$ cat src/rtl/cs_mul_pkg.sv
package cs_mul_pkg;
  // Operand width; the reduction tree below is shaped for this many rows.
  localparam int unsigned MUL_OP_W   = 4;
  localparam int unsigned MUL_PROD_W = 2 * MUL_OP_W;
  // Number of partial-product rows entering the tree.
  localparam int unsigned MUL_ROWS   = MUL_OP_W;

  typedef logic [MUL_PROD_W-1:0] mul_vec_t;
endpackage

$ cat src/rtl/cs_mul_pp_gen.sv
module cs_mul_pp_gen #(
  parameter int unsigned OP_W = 4,
  localparam int unsigned PROD_W = 2 * OP_W
) (
  input  logic [OP_W-1:0]              mcand,
  input  logic [OP_W-1:0]              mplier,
  output logic [OP_W-1:0][PROD_W-1:0]  rows
);
  // One row per multiplier bit: gated multiplicand shifted to the bit weight.
  for (genvar r = 0; r < OP_W; r++) begin : g_row
    logic [PROD_W-1:0] gated;
    assign gated   = {{OP_W{1'b0}}, (mcand & {OP_W{mplier[r]}})};
    assign rows[r] = gated << r;
  end
endmodule

$ cat src/rtl/cs_mul_csa.sv
module cs_mul_csa #(
  parameter int unsigned W = 8
) (
  input  logic [W-1:0] x,
  input  logic [W-1:0] y,
  input  logic [W-1:0] z,
  output logic [W-1:0] sum,
  output logic [W-1:0] carry
);
  // Column-local compression: no signal crosses from one column to the next
  // except the saved carry, which simply moves one place left.
  for (genvar i = 0; i < W; i++) begin : g_col
    assign sum[i] = x[i] ^ y[i] ^ z[i];
  end
  assign carry[0] = 1'b0;
  for (genvar i = 0; i < W - 1; i++) begin : g_cy
    assign carry[i+1] = (x[i] & y[i]) | (x[i] & z[i]) | (y[i] & z[i]);
  end
endmodule

$ cat src/rtl/cs_mul_cpa.sv
module cs_mul_cpa #(
  parameter int unsigned W = 8
) (
  input  logic [W-1:0] a,
  input  logic [W-1:0] b,
  output logic [W-1:0] sum
);
  logic [W-1:0] cy;

  assign cy[0] = 1'b0;
  for (genvar i = 0; i < W; i++) begin : g_bit
    assign sum[i] = a[i] ^ b[i] ^ cy[i];
    if (i < W - 1) begin : g_next
      assign cy[i+1] = (a[i] & b[i]) | (cy[i] & (a[i] ^ b[i]));
    end
  end
endmodule

$ cat src/rtl/cs_mul_pipe.sv
module cs_mul_pipe
  import cs_mul_pkg::*;
#(
  parameter int unsigned OP_W = MUL_OP_W,
  localparam int unsigned PROD_W = 2 * OP_W
) (
  input  logic              clk,
  input  logic              rst,
  input  logic              in_valid,
  input  logic [OP_W-1:0]   in_a,
  input  logic [OP_W-1:0]   in_b,
  output logic              out_valid,
  output logic [PROD_W-1:0] out_prod
);
  // ---------------- stage 1: partial products ----------------
  logic [OP_W-1:0][PROD_W-1:0] rows_d;
  logic [OP_W-1:0][PROD_W-1:0] rows_q;
  logic                        st1_valid;

  cs_mul_pp_gen #(.OP_W(OP_W)) u_pp (
    .mcand  (in_a),
    .mplier (in_b),
    .rows   (rows_d)
  );

  always_ff @(posedge clk) begin
    if (rst) begin
      st1_valid <= 1'b0;
      rows_q    <= '0;
    end else begin
      st1_valid <= in_valid;
      if (in_valid) rows_q <= rows_d;
    end
  end

  // ---------------- stage 2: first carry-save level ----------------
  logic [PROD_W-1:0] l1_sum, l1_carry;
  logic [PROD_W-1:0] st2_sum, st2_carry, st2_pass;
  logic              st2_valid;

  cs_mul_csa #(.W(PROD_W)) u_csa_l1 (
    .x     (rows_q[0]),
    .y     (rows_q[1]),
    .z     (rows_q[2]),
    .sum   (l1_sum),
    .carry (l1_carry)
  );

  always_ff @(posedge clk) begin
    if (rst) begin
      st2_valid <= 1'b0;
      st2_sum   <= '0;
      st2_carry <= '0;
      st2_pass  <= '0;
    end else begin
      st2_valid <= st1_valid;
      if (st1_valid) begin
        st2_sum   <= l1_sum;
        st2_carry <= l1_carry;
        st2_pass  <= rows_q[3];
      end
    end
  end

  // ---------------- stage 3: second carry-save level ----------------
  logic [PROD_W-1:0] l2_sum, l2_carry;
  logic [PROD_W-1:0] st3_sum, st3_carry;
  logic              st3_valid;

  cs_mul_csa #(.W(PROD_W)) u_csa_l2 (
    .x     (st2_sum),
    .y     (st2_carry),
    .z     (st2_pass),
    .sum   (l2_sum),
    .carry (l2_carry)
  );

  always_ff @(posedge clk) begin
    if (rst) begin
      st3_valid <= 1'b0;
      st3_sum   <= '0;
      st3_carry <= '0;
    end else begin
      st3_valid <= st2_valid;
      if (st2_valid) begin
        st3_sum   <= l2_sum;
        st3_carry <= l2_carry;
      end
    end
  end

  // ---------------- stage 4: carry-propagate resolve ----------------
  logic [PROD_W-1:0] resolved;

  cs_mul_cpa #(.W(PROD_W)) u_cpa (
    .a   (st3_sum),
    .b   (st3_carry),
    .sum (resolved)
  );

  always_ff @(posedge clk) begin
    if (rst) begin
      out_valid <= 1'b0;
      out_prod  <= '0;
    end else begin
      out_valid <= st3_valid;
      if (st3_valid) out_prod <= resolved;
    end
  end
endmodule

$ cat config.mk
export PLATFORM = sky130hd
export DESIGN_NAME = cs_mul_pipe
export DESIGN_NICKNAME = d
export VERILOG_FILES = /design/src/rtl/cs_mul_pkg.sv /design/src/rtl/cs_mul_pp_gen.sv /design/src/rtl/cs_mul_csa.sv /design/src/rtl/cs_mul_cpa.sv /design/src/rtl/cs_mul_pipe.sv
export SDC_FILE = /design/constraint.sdc
export NUM_CORES = 1
export LEC_CHECK = 0
export BUFFER_PORTS_ARGS = -buffer_cell sky130_fd_sc_hd__buf_2
export CAP_MARGIN = 40
export CORE_MARGIN = 5
export CORE_UTILIZATION = 65
export CTS_BUF_LIST = sky130_fd_sc_hd__clkbuf_8
export CTS_CLUSTER_DIAMETER = 200
export CTS_CLUSTER_SIZE = 12
export DETAILED_ROUTE_END_ITERATION = 10
export PLACE_DENSITY = 0.92
export SLEW_MARGIN = 40
export SYNTH_ARGS = -nofsm -noshare
export SYNTH_HDL_FRONTEND = slang
export SYNTH_SLANG_ARGS = --single-unit
export TNS_END_PERCENT = 100
$ cat constraint.sdc
create_clock -name clk -period 6.25 [get_ports clk]
set_clock_uncertainty 0.05 [all_clocks]
set_input_delay 1.25 -clock clk [delete_from_list [all_inputs] [get_ports clk]]
set_output_delay 1.25 -clock clk [all_outputs]
set_load 0.05 [all_outputs]
[Yosys cells after proc, flatten, opt, wreduce, memory -nomap -nowiden]
Cells that the tools add are included.
Storage, ports and cells
  register bits after elaboration: 53
  bits of input ports: 11
  output and inout port bits: 9
  word-level logic and storage cells: 76
Cells by class
  bitwise gates (word level): 62
Operator list (number)
  $and A1 B1 Y1: 25
  $xor A1 B1 Y1: 20
  $and A4 B4 Y4: 4
  $or A1 B1 Y1: 13

[Logic depth before layout (Yosys ltp)]
  depth after elaboration: 7
  depth in mapped cells: 6

[Modules after synthesis]
From an unflattened synthesis, not the netlist that was laid out.
Unflattened totals
  cell total of the unflattened synthesis: 333
  area total of the unflattened synthesis: 3761.1 µm²
By module, submodules not included
  cs_mul_pipe: times used 1, cells each 267, area an instance 3011.6 µm², sequential area each 1681.6 µm²
  cs_mul_csa: times used 2, cells each 10, area an instance 175.2 µm², sequential area each 0.0 µm²
  cs_mul_pp_gen: times used 1, cells each 33, area an instance 224.0 µm², sequential area each 0.0 µm²
  cs_mul_cpa: times used 1, cells each 13, area an instance 175.2 µm², sequential area each 0.0 µm²

[Least setup slack after synthesis]
OpenSTA, ideal clock, no wires.
  path kind: register to register
  start point: register st3_sum[3]
  end point: register out_prod[6]
  library setup time: 0.079 ns
  arrival: 1.887 ns
  setup slack: 4.234 ns
  cell stages (with the launch flop): 7
  period minus slack after synthesis: 2.016 ns
  cell sequence: dfxtp_1 -> ha_1 -> fa_1 -> fa_1 -> inv_1 -> fa_1 -> a211oi_2
On the way
  word-level cells in the longest chain between the ends: 6
Ends and longest elaborated chain
  from (decl): line cs_mul_pipe.sv:67  | logic [PROD_W-1:0] st3_sum, st3_carry;
  from (signal assigned): line cs_mul_pipe.sv:86  | st3_sum <= l2_sum;
  $and A1 B1 Y1 (2 in series): line cs_mul_cpa.sv:14  | assign cy[i+1] = (a[i] & b[i]) | (cy[i] & (a[i] ^ b[i]));
  $or A1 B1 Y1: line cs_mul_cpa.sv:14
  $and A1 B1 Y1: line cs_mul_cpa.sv:14
  $or A1 B1 Y1: line cs_mul_cpa.sv:14
  $xor A1 B1 Y1: line cs_mul_cpa.sv:12  | assign sum[i] = a[i] ^ b[i] ^ cy[i];
  to (signal assigned): line cs_mul_pipe.sv:107  | if (st3_valid) out_prod <= resolved;
  to (decl): line cs_mul_pipe.sv:13  | output logic [PROD_W-1:0] out_prod
Every way passes these cells.
A chain may end at the register's enable or synchronous reset.

[Worst setup path after layout]
  start point: register out_prod[2]
  end point: output out_prod[2]
No word-level cell between the ends.

==> metrics.yaml <==
floorplanning:
  start_util_pct: 68.8
  die_w_um: 67.3
  die_h_um: 67.3
  ioPinCount: 20
  dieArea_sq_um: 4530
  coreArea_sq_um: 3100
  rows: 20
worst_hold_path:
  hold_class: "register to register"
  min_from: "rows_q[27]$_SDFFE_PP0P_"
placed_design:
  port-buffer-count: 19
  hpwl_um: 2310
  gp_congestion: 0.739
setup_path:
  critPathBufInv: 1
  reg2reg_from: "st3_sum[3]$_SDFFE_PP0P_"
  cp.required_ns: 4.95
  crit_type: "register to output pin"
  crit_chain: "buf_2"
  crit_fanout: 2
  critPathLaunchType: "register"
  end_kind: "output pin"
  worstPathArrival_ns: 0.91
  crit_path_start: "out_prod[2]$_SDFFE_PP0P_"
  crit_slowest_cell: "dfxtp_1"
  max_stage_delay_ns: 0.34
  critPathTopFamily: "flip-flops"
cells_and_area:
  drive_above_1_share_pct: 12.7
  final_util_pct: 73.8
  diodes: 0
  area_growth_pct: 7.33
  fin_nets: 235
clocking:
  cts_made_buffers: 5
  insertion_delay_ns: 0.31
  cts_tree: "done"
  htree_levels: 2
  clockBufferDepth: 2
  clockRootBuffer: "clkbuf_8"
  cts_sinks: 53
  ctsResizeCount: 0
  cts_setup_buffers: 0
  ctsHoldBuffers: 0
  clk_pin_slew_ns: 0.09
routing:
  routed-via-count: 1347
  vias_per_cell: 5.24
  postRouteAntennaNets: 0
  drtIter0Drc: 87
  dr.pass1.iters: 5
  drc: 0
  totalWireLength_um: 3370
  wire_per_inst_um: 13.1
pwr:
  p_leak_uw: 0.000917
  powerDensity_nw_per_um2: 269
  peakVddDrop_uv: 211
  totalPowerFinal_uw: 617
synth:
  synth_top_area_share_pct: 49.7
  syn_area_per_cell_sq_um: 10.7
  netlist_instances: 199
  synth_area_sq_um: 2130
  synth_seq_cells: 53
  syn_nets: 222
  seq_area_frac_synth_pct: 49.7
  yosysWarnings: 0
  yosysTopAreaCell: "dfxtp_1"
  yosys-top-cells-area: "dfxtp_1 (50%), mux2i_1 (15%), fa_1 (7.5%)"
  synth_cell_types: 16
timing:
  rsz0062_at_grt: "no"
  tightestPinTransition_ns: 0.819
  final.period_utilization_pct: 35.4
  maxSlewHeadroom_pct: 45.3
  setup_viol: 0
  hold_slack_ns: 0.432
  fin_setup_tns_ns: 0
  fin_crit_ns: 2.21
  finalMaxSlewViolations: 0
  max_clock_freq_ghz: 0.452
  hold_violations: 0
global_route:
  grt_max_degree: 54
  grt_usage_pct: 17.7
  antenna_found_initial: 0
  grt_pass1_wl_um: 6010
  grt_pass1_vias: 1362
  grt_overflow: 0
run_status:
  status: "finished clean"
job:
  max_cap_violations: 0
cell families (layout without fill, tap and decap cells):
family	after synthesis	in the layout	share of synthesized area, %
adders and majority gates	12	12	9.85
muxes	31	31	14.5
DFF	53	53	49.7
and+or+nand+nor	69	69	15.4
buffers and inverters	16	30	5.80
AOI/OAI and AO/OA	18	18	4.69
synthesized netlist by cell type:
library cell  count
buf_12            1
ha_1              4
inv_1             3
a21oi_1          16
a211oi_2          1
a211oi_1          1
fa_1              8
buf_4             3
dfxtp_1          53
mux2i_1          31
nand3_1          16
buf_2             5
nand2b_1         16
nor2b_1           4
buf_6             4
nor2_1           33
flip-flops by register name, summed over array words and instances, names as in the netlist:
name       cells
out_prod       8
out_valid      1
rows_q        16
st1_valid      1
st2_carry      4
st2_pass       4
st2_sum        6
st2_valid      1
st3_carry      4
st3_sum        7
st3_valid      1
layer usage:
layer  global-route usage, %  part of all wire (%)  vias to the layer above
met1                    22.1                    43                      641
met2                    28.7                    52                       12
li1                        -                     -                      687
met4                    9.11                   2.0                        0
met3                    4.16                   2.6                        7
met5                       0                     0                        -
placed cells by master, fill, tap and decap left out:
cell,count
clkbuf_8,6
nor2b_1,4
mux2i_1,31
buf_4,1
buf_2,18
a21oi_1,16
bufinv_16,1
nor2_1,33
a211oi_2,1
inv_1,4
dfxtp_1,53
nand3_1,16
fa_1,8
nand2b_1,16
ha_1,4
a211oi_1,1
final timing paths:
check	cells past startpoint	slack, ns	end
worst min-delay path	2	0.43	rows_q[27]$_SDFFE_PP0P_
worst max-delay path	1	4.04	out_prod[2]
worst max register to register	6	4.14	out_prod[6]$_SDFFE_PP0P_
worst min register to register	2	0.43	rows_q[27]$_SDFFE_PP0P_
stage by stage:
| stage | instance area, sq um | setup slack [ns] | cells |
|---|---|---|---|
| finish | 2290 | 4.04 | 257 |
| CTS | 2290 | 4.02 | 257 |
| global route | 2290 | 3.98 | 257 |
| global placement | 2170 | 4.00 | 249 |
| detailed placement | 2170 | 4.15 | 249 |
| floorplan | 2130 | 4.23 | 199 |
layout make-up:
class | instances | area, sq um
multi-input combinational | 130 | 950
clock inverter | 2 | 33.8
fill | 225 | 812
inverter | 3 | 11.3
clock buffer | 6 | 82.6
timing repair buffer | 19 | 97.6
sequential | 53 | 1060
tap | 44 | 55.1
report_power, final:
group	total [uW]	leakage, uW	internal [uW]	switching [uW]
Clock	232	0.0000626	129	104
Combinational	32.1	0.000425	14.2	17.9
Sequential	353	0.000430	344	8.39
Total	617	0.000917	488	130
Power figures use the tool's default switching activity.
